<file path="src/rtl/clamp_pkg.sv">
package clamp_pkg;
  localparam int DATA_W  = 8;
  localparam int ADDR_W  = 2;
  localparam int NUM_CH  = 3;
  localparam int SEL_LSB = 4;
  localparam int POL_BIT = 0;

  localparam logic [ADDR_W-1:0] ADDR_PLACE = 2'd0;
  localparam logic [ADDR_W-1:0] ADDR_DUR   = 2'd1;
  localparam logic [ADDR_W-1:0] ADDR_CTRL  = 2'd2;

  localparam logic [DATA_W-1:0] RESET_PLACE = 8'h08;
  localparam logic [DATA_W-1:0] RESET_DUR   = 8'h14;

  typedef struct packed {
    logic capture;
    logic loadPlace;
    logic loadDur;
    logic countDown;
  } ctlStrobe_t;

  typedef enum logic [1:0] {ST_IDLE, ST_WAIT, ST_CLAMP} clampState_t;
endpackage

</file>
<file path="src/rtl/clamp_datapath.sv">
module clamp_datapath
  import clamp_pkg::*;
#(
  parameter int DW = DATA_W,
  parameter int AW = ADDR_W,
  parameter int NCH = NUM_CH,
  parameter int SELB = SEL_LSB
) (
  input  logic                    clk,
  input  logic                    rstN,
  input  logic                    hsyncIn,
  input  logic                    regWrEn,
  input  logic [AW-1:0]           regWrAddr,
  input  logic [DW-1:0]           regWrData,
  input  logic [AW-1:0]           regRdAddr,
  input  ctlStrobe_t              strobe,
  output logic [DW-1:0]           regRdData,
  output logic                    trailPulse,
  output logic                    placeIsZero,
  output logic                    durIsZero,
  output logic                    cntZero,
  output logic [NCH-1:0][DW-1:0]  blackCodes
);
  localparam logic [DW-1:0] MID_CODE = DW'(1) << (DW - 1);
  localparam logic [DW-1:0] GND_CODE = '0;

  logic [DW-1:0]  placeShadow, durShadow, activeDur, cnt;
  logic           polShadow;
  logic [NCH-1:0] selShadow, selActive;
  logic           syncNowQ, syncPrevQ;

  // register file
  always_ff @(posedge clk or negedge rstN) begin
    if (!rstN) begin
      placeShadow <= RESET_PLACE;
      durShadow   <= RESET_DUR;
      polShadow   <= 1'b0;
      selShadow   <= '0;
    end else if (regWrEn) begin
      case (regWrAddr)
        ADDR_PLACE: placeShadow <= regWrData;
        ADDR_DUR:   durShadow   <= regWrData;
        ADDR_CTRL: begin
          polShadow <= regWrData[POL_BIT];
          selShadow <= regWrData[SELB +: NCH];
        end
        default: ;
      endcase
    end
  end

  always_comb begin
    regRdData = '0;
    case (regRdAddr)
      ADDR_PLACE: regRdData = placeShadow;
      ADDR_DUR:   regRdData = durShadow;
      ADDR_CTRL: begin
        regRdData[POL_BIT]        = polShadow;
        regRdData[SELB +: NCH]    = selShadow;
      end
      default: regRdData = '0;
    endcase
  end

  // polarity-normalised sync sampling and trailing-edge detect
  always_ff @(posedge clk or negedge rstN) begin
    if (!rstN) begin
      syncNowQ  <= 1'b0;
      syncPrevQ <= 1'b0;
    end else begin
      syncNowQ  <= hsyncIn ^ polShadow;
      syncPrevQ <= syncNowQ;
    end
  end
  assign trailPulse = syncPrevQ & ~syncNowQ;

  // settings latched per line, and the shared down-counter
  always_ff @(posedge clk or negedge rstN) begin
    if (!rstN) begin
      activeDur <= RESET_DUR;
      selActive <= '0;
      cnt       <= '0;
    end else begin
      if (strobe.capture) begin
        activeDur <= durShadow;
        selActive <= selShadow;
      end
      if (strobe.loadPlace)
        cnt <= placeShadow - DW'(1);
      else if (strobe.loadDur)
        cnt <= (strobe.capture ? durShadow : activeDur) - DW'(1);
      else if (strobe.countDown)
        cnt <= cnt - DW'(1);
    end
  end

  assign placeIsZero = (placeShadow == '0);
  assign durIsZero   = (durShadow == '0);
  assign cntZero     = (cnt == '0);

  for (genvar ch = 0; ch < NCH; ch++) begin : g_code
    assign blackCodes[ch] = selActive[ch] ? MID_CODE : GND_CODE;
  end
endmodule

</file>
<file path="src/rtl/clamp_control.sv">
module clamp_control
  import clamp_pkg::*;
(
  input  logic       clk,
  input  logic       rstN,
  input  logic       trailPulse,
  input  logic       placeIsZero,
  input  logic       durIsZero,
  input  logic       cntZero,
  output ctlStrobe_t strobe,
  output logic       clampActive
);
  clampState_t state, stateNext;

  always_comb begin
    strobe    = '0;
    stateNext = state;
    if (trailPulse) begin
      strobe.capture = 1'b1;
      if (durIsZero) begin
        stateNext = ST_IDLE;
      end else if (placeIsZero) begin
        strobe.loadDur = 1'b1;
        stateNext      = ST_CLAMP;
      end else begin
        strobe.loadPlace = 1'b1;
        stateNext        = ST_WAIT;
      end
    end else begin
      case (state)
        ST_WAIT: begin
          if (cntZero) begin
            strobe.loadDur = 1'b1;
            stateNext      = ST_CLAMP;
          end else begin
            strobe.countDown = 1'b1;
          end
        end
        ST_CLAMP: begin
          if (cntZero) stateNext = ST_IDLE;
          else         strobe.countDown = 1'b1;
        end
        default: stateNext = ST_IDLE;
      endcase
    end
  end

  always_ff @(posedge clk or negedge rstN) begin
    if (!rstN) state <= ST_IDLE;
    else       state <= stateNext;
  end

  assign clampActive = (state == ST_CLAMP);
endmodule

</file>
<file path="src/rtl/clamp_timing_gen.sv">
module clamp_timing_gen
  import clamp_pkg::*;
(
  input  logic                          clk,
  input  logic                          rstN,
  input  logic                          hsyncIn,
  input  logic                          regWrEn,
  input  logic [ADDR_W-1:0]             regWrAddr,
  input  logic [DATA_W-1:0]             regWrData,
  input  logic [ADDR_W-1:0]             regRdAddr,
  output logic [DATA_W-1:0]             regRdData,
  output logic                          clampActive,
  output logic [NUM_CH-1:0][DATA_W-1:0] blackCodes
);
  ctlStrobe_t strobe;
  logic trailPulse, placeIsZero, durIsZero, cntZero;

  clamp_datapath u_dp (
    .clk(clk), .rstN(rstN), .hsyncIn(hsyncIn),
    .regWrEn(regWrEn), .regWrAddr(regWrAddr), .regWrData(regWrData),
    .regRdAddr(regRdAddr), .strobe(strobe), .regRdData(regRdData),
    .trailPulse(trailPulse), .placeIsZero(placeIsZero),
    .durIsZero(durIsZero), .cntZero(cntZero), .blackCodes(blackCodes)
  );

  clamp_control u_ctl (
    .clk(clk), .rstN(rstN), .trailPulse(trailPulse),
    .placeIsZero(placeIsZero), .durIsZero(durIsZero), .cntZero(cntZero),
    .strobe(strobe), .clampActive(clampActive)
  );
endmodule

</file>
<file path="config.mk">
export PLATFORM = sky130hd
export DESIGN_NAME = clamp_timing_gen
export DESIGN_NICKNAME = d
export VERILOG_FILES = /design/src/rtl/clamp_pkg.sv /design/src/rtl/clamp_datapath.sv /design/src/rtl/clamp_control.sv /design/src/rtl/clamp_timing_gen.sv
export SDC_FILE = /design/constraint.sdc
export NUM_CORES = 1
export LEC_CHECK = 0
export CAP_MARGIN = 30
export CORE_ASPECT_RATIO = 1.4
export CORE_MARGIN = 2
export CORE_UTILIZATION = 45
export CTS_BUF_LIST = sky130_fd_sc_hd__clkbuf_8
export CTS_CLUSTER_SIZE = 10
export DETAILED_ROUTE_END_ITERATION = 10
export GPL_TIMING_DRIVEN = 0
export PLACE_DENSITY = 0.74
export SETUP_SLACK_MARGIN = 0.05
export SYNTH_ARGS = -nofsm -noshare
export SYNTH_HDL_FRONTEND = slang
export SYNTH_SLANG_ARGS = --single-unit
</file>
<file path="constraint.sdc">
create_clock -name clk -period 2.5 [get_ports clk]
set_input_delay 0.25 -clock clk [delete_from_list [all_inputs] [get_ports clk]]
set_output_delay 0.25 -clock clk [all_outputs]
set_load 0.03 [all_outputs]
</file>
==> flow_summary.json, run 1 <==
{
  "synth.distinct_cells": 44,
  "ys_seq_area_share_pct": 44.9,
  "cts_tree": "built",
  "vias_per_cell": 5.11,
  "die_area_um2": 5970,
  "grt_pass1_vias": 1848,
  "hold_path_class": "in2async",
  "cts_made_buffers": 5,
  "rows": 31,
  "drtAntennaViolNets": 0,
  "fin_cells": 358,
  "r2r_end": "u_dp.cnt[7]",
  "finalMaxSlewViolations": 0,
  "drt-pass1-iter-count": 5,
  "io_pins": 49,
  "drive_above_1_share_pct": 33.9,
  "area_growth_pct": 29.9,
  "avgSynthCellArea_um2": 10.6,
  "clockBufferDepth": 2,
  "ys_seq_elements": 43,
  "synth_top_area_share_pct": 39.4,
  "ys_top_cells_by_count": "dfrtp_1, nand2_1, mux2_2",
  "startpoint": "u_dp.syncNowQ",
  "dp_hpwl_um": 3850,
  "htree_levels": 2,
  "start_util_pct": 46.8,
  "layout_min_cycle_time_ns": 2.41,
  "path_buf_inv": 1,
  "r2r_slack_ns": 0.09,
  "drt_iter0_markers": 16,
  "crit_path_end_kind": "flop",
  "slowest_stage": "dfrtp_1",
  "synth_largest_area_cell": "dfrtp_1",
  "overflow": 0,
  "worstMarginPinSlew_ns": 0.636,
  "insertion_delay_ns": 0.30,
  "max_cap_violations": 0,
  "critical_path_class": "reg2reg",
  "grt_max_degree": 41,
  "path_max_fanout": 10,
  "p_leak_nw": 1.42,
  "antenna_found_initial": 0,
  "worst_clock_skew_ns": 0.00690,
  "rr_worst_depth": 8,
  "setup_viol": 0,
  "outcome": "completed",
  "yosysWarningCount": 0,
  "nets": 310,
  "fmax_mhz": 416,
  "n_antenna_cell": 0,
  "ys.flop_type": "dfrtp_1",
  "grt_pass1_wl_um": 8750,
  "io_buffers": 25,
  "critical-path-top-delay-family": "compound AO/OA/AOI/OAI gates",
  "critPathLaunchType": "flop",
  "synthTopCellsByArea": "dfrtp_1, mux2_2, buf_4, dfstp_2, mux2i_1",
  "vias": 1828,
  "powerDensity_nw_per_um2": 957,
  "clkSinkCount": 43,
  "wl_per_cell_um": 15.1,
  "min_period_over_period_pct": 96.2,
  "hold_viol": 0,
  "async_flop_share_pct": 100,
  "die_w_um": 65.9,
  "place_inst": 340,
  "rsz0062_at_grt": "yes",
  "syn-instance-count": 227,
  "yosysMostFrequentCell": "dfrtp_1",
  "synth_edf_count": 0,
  "core_um2": 5160,
  "critical_path_required_ns": 2.69,
  "slew_headroom_pct": 57.5,
  "r2r-start": "u_dp.syncNowQ",
  "grt_util_all_layers_pct": 19.2,
  "whs_ns": 0.290,
  "path_clk_slew_ns": 0.08,
  "routed_wl_um": 5400,
  "drc": 0,
  "place_congestion": 0.810,
  "root_buffer": "clkbuf_8",
  "synthesis.area_um2": 2410,
  "slowest_delay_ns": 0.38,
  "cp.arrival_ns": 2.59,
  "cp_cell_sequence": "nand2b_4 > buf_12 > mux2_4 > a211o_1 > a222oi_1 > nand4_1 > xnor2_1 > mux2_2",
  "die_h_um": 90.6,
  "peakVddDrop_mv": 0.485
}
[what timing repair did]
item	CTS	global route
hold buffers	1	0
endpoints found under the hold margin	38	0
pin swaps	11	11
gates resized for setup	16	7
setup endpoints to repair	5	5
setup buffers	7	6
[per-stage QoR]
stage          instance area [µm²]  total power, mW  utilization, %  worst slack, ns  setup TNS (ns)
3_5_place_dp                  2840             2.34            55.1           -0.303          -0.778
2_1_floorplan                 2490             2.00               -            0.172               0
4_1_cts                       3060             2.92            59.3           0.0507               0
3_3_place_gp                  2820             2.29            54.7           -0.227          -0.498
6_report                      3130             3.00            60.8           0.0948               0
5_1_grt                       3130             3.19            60.8          -0.0219         -0.0219
[per-layer routing]
metal | part of all wire [%] | wire, µm | track usage [%] | up-vias
met1 | 37 | 1980 | 21.7 | 872
li1 | - | - | - | 896
met2 | 57 | 3090 | 34.1 | 51
met5 | 0 | 0 | 0 | -
met4 | 2.2 | 121 | 9.20 | 0
met3 | 3.7 | 197 | 2.99 | 9
[registers in the layout (all words and copies together), names as in the netlist]
signal and cells:
u_dp.cnt 8, u_dp.activeDur 8, u_dp.durShadow 8, u_ctl.state 2
u_dp.selActive 3, u_dp.placeShadow 8, u_dp.syncNowQ 1, u_dp.syncPrevQ 1
u_dp.selShadow 3, u_dp.polShadow 1
[area by class of cell]
type	count	area (µm²)
Multi-Input combinational cell	166	1240
Timing Repair Buffer	41	390
Fill cell	422	2020
Buffer	27	211
Clock buffer	6	82.6
Inverter	7	26.3
Clock inverter	2	16.3
Tap cell	66	82.6
Sequential cell	43	1090
[logic make-up after synthesis]
family / share of synthesized area, %
simple gates: 12.4
flops: 44.9
compound gates: 10.6
mux: 17.9
buf+inv: 10.3
xor+xnor: 2.18
fa+ha+maj: 1.56
other cells: 0.155
[worst max path at each step]
stage,to,slack (ns),cells after the start
2_1_floorplan,u_dp.cnt[4],0.17,10
3_3_place_gp,u_dp.cnt[4],-0.23,10
3_5_place_dp,u_dp.cnt[4],-0.30,10
4_1_cts,u_dp.cnt[7],0.05,8
5_1_grt,u_dp.cnt[7],-0.02,8
6_report,u_dp.cnt[7],0.09,8
[worst register-to-register path, cell delays in order (launching register included)]
cell and delay, ns:
dfrtp_1 0.38, nand2b_4 0.17, buf_12 0.15, mux2_4 0.30, a211o_1 0.27, a222oi_1 0.39, nand4_1 0.19, xnor2_1 0.17
mux2_2 0.26
[cells in the final DEF (no fill, tap or decap), types with 2 or more instances in the layout]
cell type and n:
nor2b_1 2, ha_1 2, clkdlybuf4s50_1 24, clkbuf_1 3, xnor2_1 3, mux2_2 26, o21ai_0 10, a211oi_1 5
dfstp_2 5, dfrtp_1 34, a21oi_1 7, nor2_1 8, xor2_1 3, buf_4 33, nor4_4 4, o22ai_1 2
nand2_1 28, a211o_1 5, buf_6 2, clkbuf_8 6, buf_2 2, dfrtp_2 4, conb_1 21, buf_12 3
o211ai_1 2, inv_1 7, mux2_4 2, mux2i_1 11, nand3b_1 2
[power breakdown]
group | internal [mW] | leakage (nW) | switching (mW)
logic | 0.675 | 0.875 | 0.662
registers | 0.957 | 0.502 | 0.230
clock network | 0.225 | 0.0474 | 0.251
total | 1.86 | 1.42 | 1.14
(Power assumes the default switching activity.)
==> run 2: changes to the inputs <==
--- a/config.mk
+++ b/config.mk
@@ -15,6 +15,7 @@
 export GPL_TIMING_DRIVEN = 0
 export PLACE_DENSITY = 0.74
 export SETUP_SLACK_MARGIN = 0.05
+export SKIP_CTS_REPAIR_TIMING = 1
 export SYNTH_ARGS = -nofsm -noshare
 export SYNTH_HDL_FRONTEND = slang
 export SYNTH_SLANG_ARGS = --single-unit
==> run 2 against run 1 <==
Global-route usage down 0.77 points. Setup slack lost 0.058 ns. Sequential share of layout area up 0.45 points. Cell count decreased by 1.4%. Clock skew up 0.00054 ns. Core utilization is 0.92 points lower. Sequential power about the same. Critical path type unchanged. Largest cell class unchanged. Largest power group unchanged.
==> flow_summary.json, run 2 (same netlist as run 1, synthesis figures left out) <==
{
  "outcome": "completed",
  "pre_cts_slack_ns": -0.303,
  "critical_path_class": "reg2reg",
  "dp_hpwl_um": 3850,
  "setup_tns_ns": 0,
  "die_h_um": 90.6,
  "overflow": 0,
  "final_util_pct": 59.8,
  "hold_path_class": "in2async",
  "die_w_um": 65.9,
  "grt_pass1_wl_um": 8400,
  "place_area_um2": 2840,
  "drive_above_1_share_pct": 32.4,
  "antenna_found_initial": 0,
  "swShare_pct": 38.5,
  "powerDensity_nw_per_um2": 957,
  "drt_iter0_markers": 43,
  "area_growth_pct": 28.0,
  "critPathLaunchType": "flop",
  "p_leak_nw": 1.40,
  "n_antenna_cell": 0,
  "vias": 1814,
  "vias_per_cell": 5.14,
  "io_pins": 49,
  "crit_path_end_kind": "flop",
  "pwr-share-clk_pct": 16.1,
  "wl_per_cell_um": 15.3,
  "root_buffer": "clkbuf_8",
  "mostFrequentLayoutCell": "dfrtp_1",
  "post-route-cell-area_um2": 3090,
  "worst_clock_skew_ns": 0.00743,
  "hold_viol": 0,
  "mostFrequentLayoutCells": "dfrtp_1, buf_4, nand2_1",
  "drc": 0,
  "drt-pass1-iter-count": 4,
  "slew_headroom_pct": 57.6,
  "p_sw_mw": 1.14,
  "clockBufferDepth": 2,
  "path_max_fanout": 7,
  "routed_wl_um": 5400,
  "max_cap_violations": 0,
  "grt_max_degree": 41,
  "setup_slack_ns": 0.0365,
  "grt_pass1_vias": 1777,
  "pwr-share-comb_pct": 43.4,
  "rows": 31,
  "rr_worst_depth": 8,
  "io_buffers": 25,
  "r2r-start": "u_dp.durShadow[5]",
  "nets": 305,
  "place_congestion": 0.810,
  "worstMarginPinSlew_ns": 0.634,
  "path_clk_slew_ns": 0.08,
  "insertion_delay_ns": 0.31,
  "core_um2": 5160,
  "r2r_slack_ns": 0.04,
  "start_util_pct": 46.8,
  "cts_made_buffers": 5,
  "grt_util_all_layers_pct": 18.4,
  "clkSinkCount": 43,
  "drtAntennaViolNets": 0,
  "power.share.sequential_pct": 40.4,
  "cp.arrival_ns": 2.65,
  "fmax_mhz": 406,
  "peakVddDrop_mv": 0.474,
  "rsz0062_at_grt": "yes",
  "intPower_mw": 1.82,
  "fillCellCount": 433,
  "htree_levels": 2,
  "die_area_um2": 5970,
  "critical_path_required_ns": 2.69,
  "r2r_end": "u_dp.cnt[7]",
  "setup_viol": 0,
  "layout_min_cycle_time_ns": 2.46,
  "min_period_over_period_pct": 98.5,
  "fin_cells": 353,
  "seq_area_um2": 1080,
  "place_inst": 340,
  "cts_tree": "built",
  "multi_input_comb_area_um2": 1240,
  "finalMaxSlewViolations": 0
}
-- run 2: cell count changes in the layout (fill, tap and decap cells not counted) --
cell      before  now
a211oi_1       5    4
buf_12         3    2
dfrtp_1       34   36
buf_4         33   29
dfrtp_2        4    2
a211oi_2       0    1
-- run 2: layer usage --
layer | up-vias | track usage (%) | share of wire (%)
li1 | 876 | - | -
met4 | 0 | 8.33 | 3.0
met2 | 56 | 32.5 | 56
met1 | 872 | 21.3 | 37
met3 | 10 | 2.99 | 4.2
met5 | - | 0 | 0
-- run 2: worst max path at each step --
stage	from	endpoint	slack [ns]	cells after the start
4_1_cts	u_dp.cnt[0]	u_dp.cnt[4]	-0.33	10
2_1_floorplan	u_dp.cnt[5]	u_dp.cnt[4]	0.17	10
5_1_grt	u_dp.durShadow[5]	u_dp.cnt[7]	-0.11	8
3_5_place_dp	u_dp.cnt[0]	u_dp.cnt[4]	-0.30	10
3_3_place_gp	u_dp.cnt[0]	u_dp.cnt[4]	-0.23	10
6_report	u_dp.durShadow[5]	u_dp.cnt[7]	0.04	8
-- run 2: layout make-up --
| class | count | area share [%] |
|---|---|---|
| multi-input combinational | 166 | 40.3 |
| sequential | 43 | 35.1 |
| timing repair buffer | 36 | 11.0 |
| buffer | 27 | 6.85 |
| clock buffer | 6 | 2.68 |
| tap | 66 | 2.68 |
| inverter | 7 | 0.851 |
| clock inverter | 2 | 0.527 |
-- run 2: power by group through the flow --
| stage | Clock (mW) | Sequential, mW | Combinational [mW] |
|---|---|---|---|
| 2_1_floorplan | 0 | 1.13 | 0.868 |
| 3_3_place_gp | 0 | 1.14 | 1.15 |
| 3_5_place_dp | 0 | 1.16 | 1.18 |
| 4_1_cts | 0.489 | 1.14 | 1.19 |
| 5_1_grt | 0.513 | 1.22 | 1.41 |
| 6_report | 0.477 | 1.19 | 1.28 |
-- run 2: metrics by stage --
step / power, mW / hold WS, ns
2_1_floorplan: 2.00 / -0.0456
3_3_place_gp: 2.29 / 0.371
3_5_place_dp: 2.34 / 0.0728
4_1_cts: 2.82 / -0.260
5_1_grt: 3.14 / 0.291
6_report: 2.95 / 0.283
-- run 2: worst max-delay path, stage by stage (launching register included) --
cell	delay [ns]
dfrtp_2	0.44
nor4_4	0.34
a21oi_2	0.13
buf_6	0.15
a211o_1	0.28
a222oi_1	0.40
nand4_1	0.19
xnor2_1	0.16
mux2_2	0.26
==> run 3: changes to the inputs <==
--- a/config.mk
+++ b/config.mk
@@ -6,7 +6,6 @@
 export NUM_CORES = 1
 export LEC_CHECK = 0
 export CAP_MARGIN = 30
-export CORE_ASPECT_RATIO = 1.4
 export CORE_MARGIN = 2
 export CORE_UTILIZATION = 45
 export CTS_BUF_LIST = sky130_fd_sc_hd__clkbuf_8
@@ -14,6 +13,7 @@
 export DETAILED_ROUTE_END_ITERATION = 10
 export GPL_TIMING_DRIVEN = 0
 export PLACE_DENSITY = 0.74
+export REMOVE_ABC_BUFFERS = 1
 export SETUP_SLACK_MARGIN = 0.05
 export SKIP_CTS_REPAIR_TIMING = 1
 export SYNTH_ARGS = -nofsm -noshare
==> run 3 against run 2 <==
Combinational power shrank 6%. Setup slack gained 0.091 ns. Non-clock buffer count shrank 26. Core utilization shrank 3.1 points. Die area shrank 0.14%. Cell count shrank 6.2%. Via count shrank 4.8%. Sequential power is essentially flat.
==> flow_summary.json, run 3 (same netlist as run 1, synthesis figures left out) <==
{
  "place_area_um2": 2650,
  "overflow": 0,
  "slowest_stage": "dfrtp_1",
  "dp_hpwl_um": 3550,
  "critical_path_class": "reg2reg",
  "vias": 1727,
  "worst_clock_skew_ns": 0.00752,
  "p_leak_nw": 1.31,
  "drive_above_1_share_pct": 25.7,
  "drt-pass1-iter-count": 4,
  "place_inst": 315,
  "r2r-start": "u_dp.syncNowQ",
  "critical_path_required_ns": 2.69,
  "drc": 0,
  "routed_wl_um": 4880,
  "mostFrequentLayoutCell": "dfrtp_1",
  "cp_cell_sequence": "nand2b_4 > buf_12 > mux2_4 > a211o_1 > a222oi_1 > nand4_1 > xnor2_1 > mux2_2",
  "post-route-cell-area_um2": 2920,
  "finalMaxSlewViolations": 0,
  "max_cap_violations": 0,
  "pwr-share-clk_pct": 16.8,
  "worstMarginPinSlew_ns": 0.657,
  "swShare_pct": 38.5,
  "crit_path_end_kind": "flop",
  "mostFrequentLayoutCells": "dfrtp_1, nand2_1, mux2_2",
  "path_max_fanout": 11,
  "slew_headroom_pct": 56.1,
  "antenna_found_initial": 0,
  "io_buffers": 27,
  "slowest_delay_ns": 0.39,
  "cts_made_buffers": 5,
  "htree_levels": 2,
  "hold_viol": 0,
  "drtAntennaViolNets": 0,
  "critical-path-top-delay-family": "compound AO/OA/AOI/OAI gates",
  "clkSinkCount": 43,
  "p_sw_mw": 1.10,
  "min_period_over_period_pct": 94.9,
  "fmax_mhz": 421,
  "rr_worst_depth": 8,
  "cts_tree": "built",
  "place_congestion": 0.873,
  "die_area_um2": 5960,
  "critPathLaunchType": "flop",
  "setup_viol": 0,
  "power.share.sequential_pct": 41.2,
  "grt_util_all_layers_pct": 16.8,
  "grt_max_degree": 30,
  "n_antenna_cell": 0,
  "hold_path_class": "in2async",
  "grt_pass1_vias": 1670,
  "die_w_um": 77.2,
  "core_um2": 5140,
  "grt_pass1_wl_um": 8020,
  "pwr-share-comb_pct": 42.0,
  "die_h_um": 77.2,
  "path_buf_inv": 1,
  "path_clk_slew_ns": 0.09,
  "rsz0062_at_grt": "yes",
  "intPower_mw": 1.76,
  "drt_iter0_markers": 88,
  "outcome": "completed",
  "wl_per_cell_um": 14.7,
  "insertion_delay_ns": 0.30,
  "root_buffer": "clkbuf_8",
  "fillCellCount": 443,
  "peakVddDrop_mv": 0.511,
  "cp.arrival_ns": 2.56,
  "vias_per_cell": 5.22,
  "nets": 279,
  "layout_min_cycle_time_ns": 2.37,
  "area_growth_pct": 20.9,
  "powerDensity_nw_per_um2": 982,
  "fin_cells": 331,
  "rows": 26,
  "r2r_slack_ns": 0.13,
  "start_util_pct": 46.9,
  "clockBufferDepth": 2,
  "io_pins": 49,
  "r2r_end": "u_dp.cnt[7]"
}
run 3: area by class of cell:
type                            count  area, µm²  share of cell area [%]
Multi-Input combinational cell    166       1240                    42.6
Sequential cell                    43       1080                    37.1
Timing Repair Buffer               37        378                    13.0
Tap cell                           70       87.6                    3.00
Clock buffer                        6       82.6                    2.83
Inverter                            7       26.3                   0.901
Clock inverter                      2       16.3                   0.558
run 3: through the flow:
| stage | TNS, ns | setup slack [ns] | utilization (%) | hold WS [ns] | total power [mW] |
|---|---|---|---|---|---|
| final | 0 | 0.127 | 56.7 | 0.386 | 2.86 |
| after global routing | -0.000508 | -0.000508 | 56.7 | 0.421 | 3.07 |
| after CTS | -0.749 | -0.264 | 53.4 | -0.141 | 2.74 |
| after detailed placement | -0.797 | -0.278 | 51.5 | 0.184 | 2.26 |
| after global placement | -0.720 | -0.261 | 51.0 | 0.375 | 2.23 |
| after floorplan | 0 | 0.169 | - | -0.0456 | 1.93 |
run 3: metal layers:
layer  GRT usage, %  routed length [µm]  vias up
li1               -                   -      826
met4           4.82                  55        0
met2           27.0                2370       52
met5              0                   0        -
met1           22.9                2210      843
met3           3.41                 238        6
run 3: worst max-delay path by stage:
stage                  start     endpoint  slack, ns  cells after the start
6_report       u_dp.syncNowQ  u_dp.cnt[7]       0.13                      8
5_1_grt        u_dp.syncNowQ  u_dp.cnt[4]    -0.0005                     10
4_1_cts        u_dp.syncNowQ  u_dp.cnt[7]      -0.26                      7
3_5_place_dp   u_dp.syncNowQ  u_dp.cnt[7]      -0.28                      7
3_3_place_gp   u_dp.syncNowQ  u_dp.cnt[7]      -0.26                      7
2_1_floorplan  u_dp.syncNowQ  u_dp.cnt[4]       0.17                      8
run 3: power groups by stage:
stage | combinational, mW | sequential (mW) | clock, mW
floorplan | 0.798 | 1.13 | 0
global route | 1.34 | 1.22 | 0.517
detailed placement | 1.11 | 1.15 | 0
CTS | 1.12 | 1.14 | 0.486
global placement | 1.08 | 1.14 | 0
finish | 1.20 | 1.18 | 0.479
run 3: worst reg2reg max path, delay by kind of cell (launching register included):
family,cells,cell delay [ns]
and+or+nand+nor,2,0.39
muxes,2,0.54
DFF,1,0.39
buffers and inverters,1,0.17
xor gates and xnor gates,1,0.16
AOI/OAI and AO/OA,2,0.61
